==> src/rtl/intc_pkg.sv <==
package intc_pkg;

    typedef enum logic {
        ST_IDLE,
        ST_HOLD
    } intc_state_e;

    // Default level of each source index.
    function automatic logic [2:0] dflt_level(input int idx);
        case (idx)
            0, 1, 2: return 3'd7;
            3:       return 3'd6;
            default: return 3'd5;
        endcase
    endfunction

    // In-level slot code: numbered slot p -> 2p, pin mid slot -> 7.
    function automatic logic [3:0] dflt_slot(input int idx);
        case (idx)
            0:       return 4'd7;
            1:       return 4'd6;
            2:       return 4'd4;
            3:       return 4'd10;
            default: return 4'd0;
        endcase
    endfunction

endpackage

==> src/rtl/intc_src_key.sv <==
module intc_src_key #(
    parameter int N_SRC     = 4,
    parameter int LVL_W     = 3,
    parameter int SLOT_W    = 4,
    parameter int VEC_W     = 8,
    parameter int VEC_BASE  = 64,
    parameter int LVD_IDX   = 1,
    parameter int REMAP_LVL = 6,
    parameter int REMAP_A_SLOT = 14,
    parameter int REMAP_B_SLOT = 12,
    localparam int KEY_W    = LVL_W + SLOT_W
) (
    input  logic [N_SRC-1:0]            src_req,
    input  logic [N_SRC-1:0]            src_en,
    input  logic                        lvw_req,
    input  logic                        lvw_en,
    input  logic [VEC_W-1:0]            remap_a,
    input  logic [VEC_W-1:0]            remap_b,
    output logic [N_SRC-1:0]            pend,
    output logic [N_SRC-1:0][KEY_W-1:0] key
);
    for (genvar g = 0; g < N_SRC; g++) begin : g_src
        localparam logic [VEC_W-1:0] MY_VEC = VEC_W'(VEC_BASE + g);
        localparam logic [KEY_W-1:0] DFLT_KEY =
            {LVL_W'(intc_pkg::dflt_level(g)), SLOT_W'(intc_pkg::dflt_slot(g))};

        if (g == LVD_IDX) begin : g_dual
            assign pend[g] = (src_req[g] & src_en[g]) | (lvw_req & lvw_en);
        end else begin : g_single
            assign pend[g] = src_req[g] & src_en[g];
        end

        always_comb begin
            if (remap_a == MY_VEC)
                key[g] = {LVL_W'(REMAP_LVL), SLOT_W'(REMAP_A_SLOT)};
            else if (remap_b == MY_VEC)
                key[g] = {LVL_W'(REMAP_LVL), SLOT_W'(REMAP_B_SLOT)};
            else
                key[g] = DFLT_KEY;
        end
    end
endmodule

==> src/rtl/intc_arbiter.sv <==
module intc_arbiter #(
    parameter int N_SRC = 4,
    parameter int KEY_W = 7,
    localparam int IDX_W = (N_SRC > 1) ? $clog2(N_SRC) : 1
) (
    input  logic [N_SRC-1:0]            pend,
    input  logic [N_SRC-1:0][KEY_W-1:0] key,
    output logic                        win_valid,
    output logic [IDX_W-1:0]            win_idx,
    output logic [KEY_W-1:0]            win_key
);
    always_comb begin
        win_valid = 1'b0;
        win_idx   = '0;
        win_key   = '0;
        for (int i = 0; i < N_SRC; i++) begin
            if (pend[i] && (!win_valid || key[i] > win_key)) begin
                win_valid = 1'b1;
                win_idx   = IDX_W'(i);
                win_key   = key[i];
            end
        end
    end
endmodule

==> src/rtl/intc_vector_top.sv <==
module intc_vector_top #(
    parameter int N_SRC    = 4,
    parameter int LVL_W    = 3,
    parameter int SLOT_W   = 4,
    parameter int VEC_W    = 8,
    parameter int ADDR_W   = 32,
    parameter int ALIGN    = 20,
    parameter int VEC_BASE = 64,
    parameter int LVD_IDX  = 1
) (
    input  logic              clk,
    input  logic              rst_n,
    input  logic [N_SRC-1:0]  src_req,
    input  logic [N_SRC-1:0]  src_en,
    input  logic              lvw_req,
    input  logic              lvw_en,
    input  logic [VEC_W-1:0]  remap_a,
    input  logic [VEC_W-1:0]  remap_b,
    input  logic [ADDR_W-1:0] vbr,
    input  logic [LVL_W-1:0]  mask_lvl,
    input  logic              ack,
    output logic              irq_valid,
    output logic [LVL_W-1:0]  irq_level,
    output logic [VEC_W-1:0]  irq_vector,
    output logic [ADDR_W-1:0] irq_addr,
    output logic              irq_take,
    output logic              irq_next_pc
);
    import intc_pkg::*;

    localparam int KEY_W = LVL_W + SLOT_W;
    localparam int IDX_W = (N_SRC > 1) ? $clog2(N_SRC) : 1;
    localparam logic [LVL_W-1:0] NMI_LVL = '1;

    logic [N_SRC-1:0]            pend;
    logic [N_SRC-1:0][KEY_W-1:0] key;
    logic                        win_valid;
    logic [IDX_W-1:0]            win_idx;
    logic [KEY_W-1:0]            win_key;
    logic [VEC_W-1:0]            win_vec;
    logic [ADDR_W-1:0]           win_addr;
    logic                        vbr_unused_lo;

    intc_state_e state, state_nxt;
    logic [LVL_W-1:0]  lvl_q;
    logic [VEC_W-1:0]  vec_q;
    logic [ADDR_W-1:0] addr_q;

    intc_src_key #(
        .N_SRC(N_SRC), .LVL_W(LVL_W), .SLOT_W(SLOT_W), .VEC_W(VEC_W),
        .VEC_BASE(VEC_BASE), .LVD_IDX(LVD_IDX)
    ) u_key (
        .src_req(src_req), .src_en(src_en),
        .lvw_req(lvw_req), .lvw_en(lvw_en),
        .remap_a(remap_a), .remap_b(remap_b),
        .pend(pend), .key(key)
    );

    intc_arbiter #(.N_SRC(N_SRC), .KEY_W(KEY_W)) u_arb (
        .pend(pend), .key(key),
        .win_valid(win_valid), .win_idx(win_idx), .win_key(win_key)
    );

    assign vbr_unused_lo = ^vbr[ALIGN-1:0];
    assign win_vec  = VEC_W'(VEC_BASE) + VEC_W'(win_idx);
    assign win_addr = {vbr[ADDR_W-1:ALIGN], {ALIGN{1'b0}}}
                    + {{(ADDR_W-VEC_W-2){1'b0}}, win_vec, 2'b00};

    // State register
    always_ff @(posedge clk or negedge rst_n) begin
        if (!rst_n) state <= ST_IDLE;
        else        state <= state_nxt;
    end

    // Transitions
    always_comb begin
        state_nxt = state;
        unique case (state)
            ST_IDLE: if (win_valid) state_nxt = ST_HOLD;
            ST_HOLD: if (ack)       state_nxt = ST_IDLE;
        endcase
    end

    // Capture of the winner
    always_ff @(posedge clk or negedge rst_n) begin
        if (!rst_n) begin
            lvl_q  <= '0;
            vec_q  <= '0;
            addr_q <= '0;
        end else if (state == ST_IDLE && win_valid) begin
            lvl_q  <= win_key[KEY_W-1 -: LVL_W];
            vec_q  <= win_vec;
            addr_q <= win_addr;
        end
    end

    // Outputs
    always_comb begin
        irq_valid   = (state == ST_HOLD);
        irq_level   = lvl_q;
        irq_vector  = vec_q;
        irq_addr    = addr_q;
        irq_take    = irq_valid && ((lvl_q == NMI_LVL) || (lvl_q > mask_lvl));
        irq_next_pc = irq_take;
    end
endmodule

==> config.mk <==
export PLATFORM = sky130hd
export DESIGN_NAME = intc_vector_top
export DESIGN_NICKNAME = d
export VERILOG_FILES = /design/src/rtl/intc_pkg.sv /design/src/rtl/intc_src_key.sv /design/src/rtl/intc_arbiter.sv /design/src/rtl/intc_vector_top.sv
export SDC_FILE = /design/constraint.sdc
export NUM_CORES = 1
export LEC_CHECK = 0
export CORE_MARGIN = 4
export CORE_UTILIZATION = 32
export CTS_CLUSTER_SIZE = 16
export DETAILED_ROUTE_END_ITERATION = 7
export HOLD_SLACK_MARGIN = 0.15
export PLACE_DENSITY = 0.76
export SYNTH_ARGS = -nofsm -noshare
export SYNTH_HDL_FRONTEND = slang
export SYNTH_SLANG_ARGS = --single-unit
==> constraint.sdc <==
create_clock -name clk -period 6.5 [get_ports clk]
set_input_delay 1.95 -clock clk [delete_from_list [all_inputs] [get_ports clk]]
set_output_delay 1.95 -clock clk [all_outputs]
set_load 0.01 [all_outputs]
* Word-level counts from Yosys, hierarchy flattened
Cells that the tools add are included.
Cells by class: magnitude comparators 4, reduce and logical (&&, ||, !) cells 12, bitwise logic cells 7, add/subtract/negate cells 2, mux-type cells 22, eq/ne operators 9
Operators with widths (count):
- equality test 8 x 7 -> 1 bit, second input constant | 8
- two-way mux 7 bit | 8
- adder 32 x 10 -> 32 bit | 1
- greater-than comparator 7 bit | 3
- two-way mux 5 bit | 3
- adder 7 x 2 -> 8 bit, first input constant | 1
- two-way mux 1 bit | 7
- bitwise AND 1 bit | 5
- logical AND 1 bit | 5
- logical OR 1 bit | 4
- two-way mux 2 bit | 2
- equality test 3 bit, second input constant | 1
- greater-than comparator 3 bit | 1
- zero test 1 bit | 3
- two-way mux 3 bit | 1
- case mux 1 bit (2 select lines) | 1
- inverter 1 bit | 1
- OR 1 bit | 1
Word-level totals: flip-flop bits (word level) 44, output and inout bits 46

* Longest topological paths before layout
Gate-level depths: netlist of run 1.
depth in word-level cells 18, gate-level depth with buffers 20, gate-level depth less buffers 20

* Hierarchy
Synthesis of run 1 repeated with hierarchy kept, for this count alone.
Unflattened totals: cells, all modules 254, area, all modules 2361.0 um^2
Modules (own cells, without submodules):
- intc_vector_top | sequential area each 475.5 um^2, cells an instance 83, instances 1, area an instance 1027.2 um^2
- intc_arbiter | sequential area each 0.0 um^2, cells an instance 121, instances 1, area an instance 1002.2 um^2
- intc_src_key | sequential area each 0.0 um^2, cells an instance 50, instances 1, area an instance 331.6 um^2

* Least setup slack after synthesis of run 1
OpenSTA, ideal clock, no wires.
path kind input -> register, start in remap_a[3], end reg vec_q[0] (netlist: irq_vector[0]), library setup time 0.143 ns, setup slack 0.140 ns, required time 6.357 ns, stages on the path 19, data arrival time 6.218 ns, cells stage by stage or4_4 or4_4 nand2_1 nand2_1 ha_1 a21oi_1 a211oi_4 a2111oi_2 a31oi_4 ha_1 nor2b_1 o311a_1 o31ai_4 mux2_4 ha_1 a21oi_1 a21oi_1 o2111ai_1 o2111ai_1
Between the ends: cells in the longest elaborated chain, start to end 16, elaborated cells on any way between the ends 30, classes of those cells add/sub: 1; order compare: 3; eq/ne: 4; mux: 13; reduce/logical: 9
Ends and longest elaborated chain:
- start, declared | RTL line intc_vector_top.sv:17 | input logic [VEC_W-1:0] remap_a,
- equality test 8 x 7 -> 1 bit | RTL line intc_src_key.sv:34 | if (remap_a == MY_VEC)
- two-way mux 7 bit | RTL line intc_src_key.sv:34
- two-way mux 7 bit | RTL line intc_arbiter.sv:17 | if (pend[i] && (!win_valid || key[i] > win_key)) begin
- greater-than comparator 7 bit | RTL line intc_arbiter.sv:17
- logical OR 1 bit | RTL line intc_arbiter.sv:17
- logical AND 1 bit | RTL line intc_arbiter.sv:17
- two-way mux 7 bit or two-way mux 1 bit (tied branches) | RTL line intc_arbiter.sv:17
- greater-than comparator 7 bit or zero test 1 bit (tied branches) | RTL line intc_arbiter.sv:17
- logical OR 1 bit | RTL line intc_arbiter.sv:17
- logical AND 1 bit | RTL line intc_arbiter.sv:17
- two-way mux 7 bit or two-way mux 1 bit (tied branches) | RTL line intc_arbiter.sv:17
- greater-than comparator 7 bit or zero test 1 bit (tied branches) | RTL line intc_arbiter.sv:17
- logical OR 1 bit | RTL line intc_arbiter.sv:17
- logical AND 1 bit | RTL line intc_arbiter.sv:17
- two-way mux 2 bit or two-way mux 1 bit (tied branches) | RTL line intc_arbiter.sv:17
- adder 7 x 2 -> 8 bit or logical AND 1 bit (tied branches) | RTL line intc_vector_top.sv:65, intc_vector_top.sv:90
- end signal, assigned | RTL line intc_vector_top.sv:92 | vec_q <= win_vec;
- end, declared | RTL line intc_vector_top.sv:46 | logic [VEC_W-1:0] vec_q;
Parallel ways exist; a longest one is shown, timed or not. A chain may end at the register's enable or synchronous reset.

* Final worst setup path of run 1
start in remap_b[6], end reg vec_q[0] (netlist: irq_vector[0])
Between the ends: cells in the longest elaborated chain, start to end 17, elaborated cells on any way between the ends 34, classes of those cells add/sub: 1; order compare: 3; eq/ne: 4; mux: 17; reduce/logical: 9
Ends and longest elaborated chain:
- start, declared | RTL line intc_vector_top.sv:18 | input logic [VEC_W-1:0] remap_b,
- equality test 8 x 7 -> 1 bit | RTL line intc_src_key.sv:36 | else if (remap_b == MY_VEC)
- two-way mux 5 bit | RTL line intc_src_key.sv:36
- two-way mux 7 bit | RTL line intc_src_key.sv:34
- two-way mux 7 bit | RTL line intc_arbiter.sv:17
- greater-than comparator 7 bit | RTL line intc_arbiter.sv:17
- logical OR 1 bit | RTL line intc_arbiter.sv:17
- logical AND 1 bit | RTL line intc_arbiter.sv:17
- two-way mux 7 bit or two-way mux 1 bit (tied branches) | RTL line intc_arbiter.sv:17
- greater-than comparator 7 bit or zero test 1 bit (tied branches) | RTL line intc_arbiter.sv:17
- logical OR 1 bit | RTL line intc_arbiter.sv:17
- logical AND 1 bit | RTL line intc_arbiter.sv:17
- two-way mux 7 bit or two-way mux 1 bit (tied branches) | RTL line intc_arbiter.sv:17
- greater-than comparator 7 bit or zero test 1 bit (tied branches) | RTL line intc_arbiter.sv:17
- logical OR 1 bit | RTL line intc_arbiter.sv:17
- logical AND 1 bit | RTL line intc_arbiter.sv:17
- two-way mux 2 bit or two-way mux 1 bit (tied branches) | RTL line intc_arbiter.sv:17
- adder 7 x 2 -> 8 bit or logical AND 1 bit (tied branches) | RTL line intc_vector_top.sv:65, intc_vector_top.sv:90
Parallel ways exist; a longest one is shown, timed or not.

==> impl_results.rst, run 1 <==
.. list-table::
   :header-rows: 1

   * - Metric
     - Value
   * - Status
     - finished, final reports clean
   * - Routability cong.
     - 0.802
   * - N_diodes
     - 0
   * - Dpl ws
     - -348 ps
   * - Clock input transition at the sequential cells of the worst setup and hold paths
     - 70 ps
   * - Net switching power
     - 206 µW
   * - Number of setup violations in the final report
     - 0
   * - Max clock buf depth
     - 2
   * - Vias in the first global route
     - 1484
   * - Die Outline Area
     - 0.00582 mm²
   * - Initial Utilization
     - 0.336
   * - Fraction of layout cells with a size suffix above 1
     - 0.237
   * - Min Clock Period, post-route
     - 6300 ps
   * - GR Util met2
     - 0.262
   * - Met1 Resource Use GR
     - 0.154
   * - Maximum number of pins on one net before global-route repair
     - 21
   * - Sequential share of power
     - 0.320
   * - Data arrival time of the critical path
     - 6430 ps
   * - Peak Freq
     - 159 MHz
   * - Standard-cell rows
     - 24
   * - Clk_skew
     - 5.66 ps
   * - Final design instance area without fill
     - 0.00253 mm²
   * - PnR worst setup slack
     - 203 ps
   * - Sort of element at the start of the critical path
     - input port
   * - Synthesized area per cell
     - 8.43 µm²
   * - Gate count of the mapped netlist
     - 177
   * - Number of clock buffers inserted by TritonCTS
     - 3
   * - Overall overflow remaining after global route
     - 0
   * - Overall fraction of global-route tracks in use
     - 0.139
   * - Cts hold-fix bufs
     - 0
   * - Count of state elements after synthesis
     - 18
   * - Placed wire-length estimate after detailed placement
     - 3190 µm
   * - M3 GR Usage
     - 0.0260
   * - Critical path endpoint category
     - flip-flop
   * - Mapped Area
     - 0.00149 mm²
   * - TritonCTS sink count
     - 18
   * - Pins Over Slew Limit
     - 0
   * - Antenna violation net count after detailed routing
     - 0
   * - Number of input and output port buffers inserted
     - 67
   * - Area of the core region
     - 0.00444 mm²
   * - Leading cell type in the layout, fill and taps excluded
     - clkdlybuf4s50_1
   * - Chip Height
     - 76.3 µm
   * - Busiest layer in global routing
     - met2
   * - DRC violations left
     - 0
   * - Worst Setup SP
     - remap_b[6]
   * - Total iterations of the first detailed-routing run
     - 4
   * - Register-to-register path setup slack
     - 4880 ps
   * - Cell area reported after detailed placement
     - 0.00223 mm²
   * - TritonCTS clock tree
     - done
   * - Peak supply drop
     - 0.000110 V
   * - Number of flops mapped to enable cells by yosys
     - 0
   * - R2R cell count
     - 3
   * - Number of DRC violations after detailed-routing iteration 0
     - 49
   * - Number of vias per cell
     - 4.63
   * - Routed WL
     - 4110 µm
   * - Maximum Capacitance Violations
     - 0
   * - Antenna violations before repair
     - 0
   * - Area growth from synthesis to layout
     - 69.4%
   * - Share of the yosys chip area belonging to registers
     - 0.302
   * - Synth Flop Type
     - dfrtp_1
   * - Clock root buffer
     - clkbuf_8
   * - Required arrival time at the worst endpoint
     - 6630 ps
   * - Final net count
     - 342
   * - Final hold vios
     - 0
   * - Cell-internal power
     - 375 µW
   * - Reg2reg start
     - irq_valid$_DFF_PN0_
   * - Avg WL per Cell
     - 12.9 µm
   * - Reported leakage power
     - 0.00120 µW
   * - Clock Latency Late Sink
     - 260 ps
   * - CP endpoint
     - irq_vector[0]$_DFFE_PN0P_
   * - Hold Crit Class
     - reg -> reg
   * - Power per standard cell area
     - 230 mW/mm²
   * - Share of flip-flops with an asynchronous set or reset
     - 1.00
   * - Number of distinct library cell variants in the gate-level netlist after synthesis
     - 39
   * - Combinational group share of total power
     - 0.516
   * - Die Span X
     - 76.3 µm
   * - Part of the power in the clock network
     - 0.164
   * - Total via count in the routed design
     - 1472
   * - H-tree depth reported by CTS
     - 1
   * - Wire length of the first global-routing pass
     - 6720 µm
   * - Worst Tran Pin Value
     - 975 ps
   * - Setup Crit Path Kind
     - in -> reg
   * - Yosys warns
     - 0
   * - Critical Path Fanout Max
     - 4
   * - Endpoint of the most critical register-to-register path
     - irq_vector[0]$_DFFE_PN0P_
   * - I/O pin cnt
     - 110
   * - Fraction of power spent switching nets
     - 0.354
   * - Worst slew margin
     - 0.350
   * - Commonest cells after routing, fill and taps aside
     - clkdlybuf4s50_1 (61), nand2_1 (44), buf_4 (27), conb_1 (22), dfrtp_1 (18)
   * - Final critical-path share of the clock period
     - 0.969
-- routing by layer --
metal  wire, µm  up-vias
met1       1610      686
met2       2210       44
met4         64        0
met5          0        -
met3        221        6
li1           -      736
-- Yosys cell counts (all sizes together), types with 2 or more instances --
| library cell | instances | area share |
|---|---|---|
| a21o | 2 | 0.010 |
| nor2 | 2 | 0.0050 |
| o21ai | 3 | 0.010 |
| inv | 11 | 0.028 |
| o2111ai | 2 | 0.012 |
| and2 | 2 | 0.0084 |
| nor3 | 2 | 0.0067 |
| dfrtp | 18 | 0.30 |
| ha | 11 | 0.092 |
| nand2b | 6 | 0.025 |
| mux2 | 2 | 0.018 |
| nand2 | 46 | 0.12 |
| or4 | 2 | 0.015 |
| nor4 | 3 | 0.013 |
| nand3 | 5 | 0.017 |
| a21oi | 9 | 0.033 |
| clkbuf | 3 | 0.0075 |
| a31oi | 4 | 0.027 |
| buf | 27 | 0.14 |
-- area by class of cell --
| class | instances | area [µm²] |
|---|---|---|
| clock buffers | 4 | 55.1 |
| fillers | 385 | 1920 |
| inverters | 11 | 41.3 |
| multi-input cells | 139 | 1030 |
| flip-flops and latches | 18 | 450 |
| well taps | 52 | 65.1 |
| repair buffers | 94 | 888 |
-- worst min-delay path by stage --
stage | startpoint | endpoint | slack, ps | cells after the start
final | irq_addr[31]$_DFFE_PN0P_ | irq_addr[31]$_DFFE_PN0P_ | 470 | 2
after global routing | irq_addr[24]$_DFFE_PN0P_ | irq_addr[24]$_DFFE_PN0P_ | 490 | 2
after floorplan | irq_addr[20]$_DFFE_PN0P_ | irq_addr[20]$_DFFE_PN0P_ | 510 | 2
after detailed placement | irq_addr[30]$_DFFE_PN0P_ | irq_addr[30]$_DFFE_PN0P_ | 460 | 2
after CTS | irq_addr[31]$_DFFE_PN0P_ | irq_addr[31]$_DFFE_PN0P_ | 480 | 2
after global placement | irq_addr[28]$_DFFE_PN0P_ | irq_addr[28]$_DFFE_PN0P_ | 460 | 2
-- power by group through the flow --
stage,Clock (µW),Combinational (µW),Sequential [µW]
6_report,95.2,300,186
2_1_floorplan,0,117,208
3_5_place_dp,0,291,188
4_1_cts,94.6,296,186
3_3_place_gp,0,285,186
5_1_grt,100,327,192
-- stage by stage --
| step | setup TNS, ps | power (µW) | util | cells | hold WS (ps) |
|---|---|---|---|---|---|
| 2_1_floorplan | 0 | 325 | - | 198 | 514 |
| 3_3_place_gp | -654 | 471 | 0.503 | 306 | 457 |
| 3_5_place_dp | -680 | 479 | 0.503 | 306 | 461 |
| 4_1_cts | 0 | 577 | 0.531 | 311 | 478 |
| 5_1_grt | -16.1 | 619 | 0.568 | 318 | 495 |
| 6_report | 0 | 580 | 0.568 | 318 | 474 |
-- logic make-up after synthesis --
family                     count (synthesis)  synth area share
and+or+nand+nor                           75             0.246
buffers and inverters                     41             0.171
AOI/OAI and AO/OA                         29             0.169
DFF                                       18             0.302
adders and majority gates                 11            0.0923
muxes                                      2            0.0176
other                                      1           0.00251
-- worst max-delay path, stage by stage --
cell and delay, ps:
clkdlybuf4s50_1 440, or4b_4 480, nor4_4 210, buf_4 160
a21oi_4 70, ha_4 270, and4bb_2 230, a211oi_4 300
nand2_1 110, a32oi_2 290, ha_1 300, a21oi_2 130
nor2b_1 50, o311a_1 320, o31ai_4 80, mux2_4 340
ha_4 160, a21oi_2 130, a21oi_2 60, o2111ai_2 210
o2111ai_2 130
-- repair_timing --
action,4_1_cts,5_1_grt
pin swaps,11,20
endpoints found under the setup margin,2,2
setup buffers,1,7
gates resized for setup,10,25
-- registers in the layout (all words and copies together), names as in the netlist --
register,count
irq_addr,13
irq_level,2
irq_valid,1
irq_vector,2
Power figures use the tool's default switching activity.
==> run 2: changes to the inputs <==
--- a/config.mk
+++ b/config.mk
@@ -5,6 +5,7 @@
 export SDC_FILE = /design/constraint.sdc
 export NUM_CORES = 1
 export LEC_CHECK = 0
+export CORE_ASPECT_RATIO = 1.1
 export CORE_MARGIN = 4
 export CORE_UTILIZATION = 32
 export CTS_CLUSTER_SIZE = 16
==> run 2 against run 1 <==
Effect of this change: clock-buffer cell count is the same; clock skew shrank 5.0 ps; sequential power is essentially flat; critical path type unchanged; fmax shrank 1.2%; sequential cell count is the same; via count grew 1.2%; sequential share of layout area shrank 0.22 points; routed wire length grew 2.8%.
==> impl_results.rst, run 2 (synthesis gave the netlist of run 1 again) <==
.. list-table::
   :header-rows: 1

   * - Metric
     - Value
   * - Die Outline Area
     - 0.00582 mm² (about the same)
   * - Avg WL per Cell
     - 13.2 µm (+2.2%)
   * - Initial Utilization
     - 0.338 (+0.00257)
   * - Critical path endpoint category
     - flip-flop
   * - Clk_skew
     - 0.654 ps (-5.01 ps)
   * - Vias in the first global route
     - 1404 (-5.4%)
   * - Maximum Capacitance Violations
     - 0 (unchanged)
   * - Clock root buffer
     - clkbuf_8
   * - Maximum number of pins on one net before global-route repair
     - 21 (unchanged)
   * - Area of the core region
     - 0.00441 mm² (-0.76%)
   * - DRC violations left
     - 0 (unchanged)
   * - Sort of element at the start of the critical path
     - input port
   * - Standard-cell rows
     - 25 (+4.2%)
   * - Power per standard cell area
     - 225 mW/mm² (-2.0%)
   * - Overall overflow remaining after global route
     - 0 (unchanged)
   * - Data arrival time of the critical path
     - 6490 ps (+60 ps)
   * - Chip Height
     - 79.6 µm (+4.4%)
   * - Clock Latency Late Sink
     - 250 ps (about the same)
   * - Reported leakage power
     - 0.00122 µW (+1.1%)
   * - Clock input transition at the sequential cells of the worst setup and hold paths
     - 60 ps (about the same)
   * - Final core area utilization
     - 0.580 (+0.0114)
   * - Required arrival time at the worst endpoint
     - 6610 ps (-20 ps)
   * - Number of vias per cell
     - 4.66 (+0.59%)
   * - Commonest cells after routing, fill and taps aside
     - clkdlybuf4s50_1 (60), nand2_1 (44), buf_4 (27), conb_1 (22), dfrtp_1 (18)
   * - Worst Tran Pin Value
     - 1010 ps (+34.0 ps)
   * - Routability cong.
     - 0.765 (-4.6%)
   * - Cell depth of the worst min-delay path
     - 2 (unchanged)
   * - Max clock buf depth
     - 2 (unchanged)
   * - Peak Freq
     - 157 MHz (-1.2%)
   * - Number of DRC violations after detailed-routing iteration 0
     - 53 (+8.2%)
   * - Leading cell type in the layout, fill and taps excluded
     - clkdlybuf4s50_1
   * - H-tree depth reported by CTS
     - 1 (unchanged)
   * - TritonCTS clock tree
     - done
   * - Min Clock Period, post-route
     - 6370 ps (+76.4 ps)
   * - I/O pin cnt
     - 110 (unchanged)
   * - Total via count in the routed design
     - 1490 (+1.2%)
   * - Final hold vios
     - 0 (unchanged)
   * - Die Span X
     - 73.1 µm (-4.2%)
   * - Final net count
     - 342 (unchanged)
   * - Final critical-path share of the clock period
     - 0.980 (+0.0118)
   * - Peak supply drop
     - 0.000124 V (+12%)
   * - Overall fraction of global-route tracks in use
     - 0.133 (-0.00558)
   * - Status
     - finished, final reports clean
   * - Cts hold-fix bufs
     - 0 (unchanged)
   * - Area growth from synthesis to layout
     - 71.5%
   * - Total iterations of the first detailed-routing run
     - 4 (unchanged)
   * - Pins Over Slew Limit
     - 0 (unchanged)
   * - Number of standard cells in the layout, taps in and fillers out
     - 320 (+0.63%)
   * - Placed Cells incl. Taps
     - 307 (+0.33%)
   * - Number of clock buffers inserted by TritonCTS
     - 3 (unchanged)
   * - PnR worst setup slack
     - 127 ps (-76.4 ps)
   * - N_diodes
     - 0 (unchanged)
   * - Placed wire-length estimate after detailed placement
     - 3260 µm (+2.0%)
   * - Worst slew margin
     - 0.328 (-0.0226)
   * - R2R cell count
     - 3 (unchanged)
   * - Setup Crit Path Kind
     - in -> reg
   * - TritonCTS sink count
     - 18 (unchanged)
   * - Hold Crit Class
     - reg -> reg
   * - Number of input and output port buffers inserted
     - 67 (unchanged)
   * - Antenna violations before repair
     - 0 (unchanged)
   * - Antenna violation net count after detailed routing
     - 0 (unchanged)
   * - Critical Path Fanout Max
     - 3 (-1)
   * - Fraction of layout cells with a size suffix above 1
     - 0.244 (+0.00752)
   * - Wire length of the first global-routing pass
     - 6190 µm (-7.9%)
   * - Number of setup violations in the final report
     - 0 (unchanged)
   * - Routed WL
     - 4230 µm (+2.8%)
   * - Max reg flops
     - 13 (unchanged)
   * - Dpl ws
     - -458 ps (-111 ps)
## run 2: changes by cell type in the layout (fill, tap and decap cells not counted), sizes merged
cell / before / now
clkdlybuf4s50: 61 / 60
dlymetal6s2s: 6 / 7
## run 2: final timing paths
check | start | end | slack, ps
max in group asynchronous | rst_n | irq_addr[28]$_DFFE_PN0P_ | 3870
min in group asynchronous | rst_n | irq_addr[25]$_DFFE_PN0P_ | 2150
worst max-delay path | remap_b[7] | irq_vector[0]$_DFFE_PN0P_ | 130
worst max register to register | irq_valid$_DFF_PN0_ | irq_vector[0]$_DFFE_PN0P_ | 4870
worst min-delay path | irq_addr[20]$_DFFE_PN0P_ | irq_addr[20]$_DFFE_PN0P_ | 470
worst min register to register | irq_addr[20]$_DFFE_PN0P_ | irq_addr[20]$_DFFE_PN0P_ | 470
## run 2: power by group
group	internal, µW	switching [µW]	leakage [µW]
Combinational	164	138	0.000975
Clock	53.8	34.8	0.0000288
Sequential	158	27.2	0.000214
Total	375	200	0.00122
## run 2: worst max-delay path, cell delays in order
cell and delay [ps]:
clkdlybuf4s50_1 420, or4b_4 510, nor4_2 140, buf_4 170, a21oi_4 70, ha_4 270
and4bb_2 250, a211oi_4 300, nand2_1 110, a32oi_2 260, ha_1 300, a21oi_2 130
nor2b_1 50, o311a_1 380, o31ai_4 80, mux2_4 340, ha_4 160, a21oi_2 140
a21oi_2 70, o2111ai_2 250, o2111ai_2 140
## run 2: repair_timing
action / CTS / global route
setup buffers: 2 / 7
endpoints found under the setup margin: 2 / 2
pin swaps: 5 / 24
gates resized for setup: 9 / 31
hold endpoints to repair: 0 / 0
gates cloned: 0 / 0
## run 2: layout make-up
class	count	area, µm²
timing repair buffer	94	891
sequential	18	450
tap	54	67.6
fill	378	1850
inverter	11	41.3
multi-input combinational	139	1050
clock buffer	4	55.1
## run 2: per-stage QoR
stage	hold slack, ps	TNS, ps	instance area (µm²)	total power [µW]
floorplan	514	0	1570	325
global placement	458	-609	2230	471
detailed placement	461	-892	2230	478
CTS	477	0	2350	574
global route	509	-57.2	2560	619
finish	471	0	2560	576
## run 2: routing by layer
layer / wire length, µm / vias to the layer above / global-route usage
li1: - / 743 / -
met1: 1600 / 682 / 0.140
met2: 2270 / 57 / 0.262
met3: 284 / 8 / 0.0239
met4: 72 / 0 / 0.0369
met5: 0 / - / 0
==> run 3: changes to the inputs <==
==> constraint.sdc (replaced) <==
create_clock -name clk -period 7.1 [get_ports clk]
set_input_delay 2.13 -clock clk [delete_from_list [all_inputs] [get_ports clk]]
set_output_delay 2.13 -clock clk [all_outputs]
set_load 0.01 [all_outputs]
==> run 3 against run 2 <==
Effect of this change: register-to-register slack improved by 600 ps; core utilization down 7.8 points; largest cell class unchanged; power is 11% lower; design area down 14%; hold slack lost 1.3 ps; non-clock buffer count fell by 22; sequential power shrank 8%; die area unchanged; worst setup slack better by 150 ps; clock-buffer cell count is the same.
==> impl_results.rst, run 3 (synthesis gave the netlist of run 1 again) <==
.. list-table::
   :header-rows: 1

   * - Metric
     - Value
   * - Status
     - finished, final reports clean
   * - Critical Path Fanout Max
     - 4 (+1)
   * - Overall overflow remaining after global route
     - 0 (unchanged)
   * - Data arrival time of the critical path
     - 6930 ps (+440 ps)
   * - Part of the power in the clock network
     - 0.158 (+0.004)
   * - Routed WL
     - 3530 µm (-17%)
   * - Area occupied by registers
     - 450 µm² (unchanged)
   * - Area occupied by multi-input gates
     - 890 µm² (-15%)
   * - Overall fraction of global-route tracks in use
     - 0.117 (-0.0167)
   * - Peak supply drop
     - 0.0000942 V (-24%)
   * - PnR worst setup slack
     - 280 ps (+154 ps)
   * - Maximum Capacitance Violations
     - 0 (unchanged)
   * - Worst Tran Pin Value
     - 1030 ps (+23.4 ps)
   * - Number of vias per cell
     - 4.63 (-0.55%)
   * - Antenna violation net count after detailed routing
     - 0 (unchanged)
   * - Routed length on met1
     - 1350 µm (-16%)
   * - Routability cong.
     - 0.754 (-1.5%)
   * - Slowest library cell on the worst path
     - or4_4
   * - Number of gates on the worst path with buffers counted
     - 21 (unchanged)
   * - Cts hold-fix bufs
     - 0 (unchanged)
   * - H-tree depth reported by CTS
     - 1 (unchanged)
   * - Cell class contributing the biggest share of worst-path delay
     - compound AO/OA/AOI/OAI gates
   * - Number of resized instances in the post-cts repair step
     - 0 (-9)
   * - Clock input transition at the sequential cells of the worst setup and hold paths
     - 60 ps (about the same)
   * - DRC violations left
     - 0 (unchanged)
   * - Routed wl met2
     - 1860 µm (-18%)
   * - Slowest cell delay on critical path
     - 570 ps (+60 ps)
   * - TritonCTS clock tree
     - done
   * - Clock Latency Late Sink
     - 250 ps (about the same)
   * - Min Clock Period, post-route
     - 6820 ps
   * - Max reg flops
     - 13 (unchanged)
   * - Number of input and output port buffers inserted
     - 67 (unchanged)
   * - Top layer reached by signal wires
     - met4
   * - Combinational group share of total power
     - 0.509 (-0.016)
   * - Cell depth of the worst min-delay path
     - 2 (unchanged)
   * - Power per standard cell area
     - 230 mW/mm² (+2.4%)
   * - Standard-cell rows
     - 25 (unchanged)
   * - I/O pin cnt
     - 110 (unchanged)
   * - Final net count
     - 320 (-6.4%)
   * - TritonCTS sink count
     - 18 (unchanged)
   * - N_diodes
     - 0 (unchanged)
   * - Placed wire-length estimate after detailed placement
     - 2980 µm (-8.5%)
   * - Dpl ws
     - -39.7 ps (+419 ps)
   * - Filler cell count
     - 413 (+9.3%)
   * - Antenna violations before repair
     - 0 (unchanged)
   * - Fraction of power spent switching nets
     - 0.343 (-0.00493)
   * - Number of DRC violations after detailed-routing iteration 0
     - 64 (+21%)
   * - Sequential share of power
     - 0.333 (+0.012)
   * - Clk_skew
     - 2.34 ps (+1.68 ps)
   * - Final hold vios
     - 0 (unchanged)
   * - Number of setup violations in the final report
     - 0 (unchanged)
   * - Required arrival time at the worst endpoint
     - 7210 ps (+600 ps)
   * - Hold Crit Class
     - reg -> reg
   * - Maximum number of pins on one net before global-route repair
     - 21 (unchanged)
   * - Area of the core region
     - 0.00441 mm² (unchanged)
   * - Setup repair after global routing missed its margin
     - no
   * - Number of post-CTS setup repair buffers
     - 0 (-2)
   * - Chip Height
     - 79.6 µm (unchanged)
   * - Vias in the first global route
     - 1269 (-9.6%)
   * - Clock root buffer
     - clkbuf_8
   * - Initial Utilization
     - 0.338 (unchanged)
   * - Total iterations of the first detailed-routing run
     - 4 (unchanged)
   * - Final critical-path share of the clock period
     - 0.960
   * - Ordered cell list for the critical path
     - clkdlybuf4s50_1 > or4_4 > or4_4 > nand2_1 > nand2_1 > ha_1 > a21oi_1 > a211oi_4 > nand2_1 > a32oi_1 > ha_1 > a21oi_1 > nor2b_1 > o311a_1 > o31ai_4 > mux2_4 > ha_1 > a21oi_1 > a21oi_1 > o2111ai_1 > o2111ai_1
   * - Cell-internal power
     - 335 µW (-11%)
   * - Setup Crit Path Kind
     - in -> reg
   * - R2R cell count
     - 3 (unchanged)
   * - Avg WL per Cell
     - 11.8 µm (-10%)
   * - Met3 WL post-DR
     - 275 µm (-3.2%)
   * - Pins Over Slew Limit
     - 0 (unchanged)
   * - Worst slew margin
     - 0.312 (-0.0156)
   * - Commonest cells after routing, fill and taps aside
     - clkdlybuf4s50_1 (67), nand2_1 (46), conb_1 (22), dfrtp_1 (18)
   * - Area growth from synthesis to layout
     - 48.3%
   * - Sort of element at the start of the critical path
     - input port
   * - Die Outline Area
     - 0.00582 mm² (unchanged)
   * - CP most frequent cell
     - a21oi_1
   * - Fraction of layout cells with a size suffix above 1
     - 0.0902 (-0.154)
   * - Wire length of the first global-routing pass
     - 5510 µm (-11%)
   * - Peak Freq
     - 147 MHz
   * - Total via count in the routed design
     - 1380 (-7.4%)
   * - Number of clock buffers inserted by TritonCTS
     - 3 (unchanged)
   * - Max clock buf depth
     - 2 (unchanged)
   * - Total chip power
     - 510 µW (-11%)
   * - Leading cell type in the layout, fill and taps excluded
     - clkdlybuf4s50_1
   * - Total buffers and inverters traversed by the critical path
     - 1 (-1)
   * - Die Span X
     - 73.1 µm (unchanged)
   * - Reported leakage power
     - 0.00100 µW (-18%)
   * - Critical path endpoint category
     - flip-flop
   * - Net switching power
     - 175 µW (-13%)
run 3: cell types whose count changed in the layout (fill, tap and decap cells not counted), moves of 2 or more:
cell | before | now
a21oi_1 | 3 | 8
o2111ai_2 | 2 | 0
nand2_1 | 44 | 46
a21oi_4 | 2 | 0
buf_4 | 27 | 5
a21oi_2 | 4 | 1
o2111ai_1 | 0 | 2
ha_1 | 6 | 11
dlymetal6s2s_1 | 7 | 0
clkdlybuf4s50_1 | 60 | 67
nand2_4 | 2 | 0
ha_4 | 4 | 0
run 3: final timing paths:
kind	slack, ps	to	startpoint
setup / recovery	280	irq_vector[0]$_DFFE_PN0P_	remap_a[3]
hold / removal	470	irq_addr[20]$_DFFE_PN0P_	irq_addr[20]$_DFFE_PN0P_
setup reg to reg	5470	irq_vector[0]$_DFFE_PN0P_	irq_valid$_DFF_PN0_
hold reg to reg	470	irq_addr[20]$_DFFE_PN0P_	irq_addr[20]$_DFFE_PN0P_
max in group asynchronous	4280	irq_addr[26]$_DFFE_PN0P_	rst_n
min in group asynchronous	2330	irq_addr[25]$_DFFE_PN0P_	rst_n
run 3: cell type report:
cell class	instances	share of cell area
multi-input cells	139	0.402
flip-flops and latches	18	0.204
repair buffers	72	0.320
clock buffers	4	0.0249
well taps	54	0.0305
inverters	11	0.0187
run 3: power groups by stage:
stage / sequential (µW) / clock (µW) / combinational, µW
CTS: 171 / 83.2 / 262
global route: 177 / 88.4 / 286
finish: 170 / 80.6 / 259
floorplan: 190 / 0 / 107
detailed placement: 172 / 0 / 261
global placement: 170 / 0 / 258
run 3: routing by layer:
metal / up-vias / track usage
li1: 695 / -
met1: 624 / 0.135
met2: 57 / 0.216
met3: 4 / 0.0252
met4: 0 / 0.0240
met5: - / 0
run 3: stage by stage:
step / hold slack [ps] / TNS, ps / area (µm²) / utilization / instances
floorplan: 514 / 0 / 1570 / - / 198
global placement: 457 / 0 / 2130 / 0.483 / 294
detailed placement: 461 / -60.1 / 2130 / 0.483 / 294
CTS: 477 / 0 / 2190 / 0.496 / 298
global route: 520 / 0 / 2210 / 0.502 / 298
finish: 470 / 0 / 2210 / 0.502 / 298
run 3: worst reg2reg max path: stages, from the launching register on:
cell and delay (ps):
dfrtp_1 410, a21oi_1 800, nand4_1 180, o2111ai_1 150
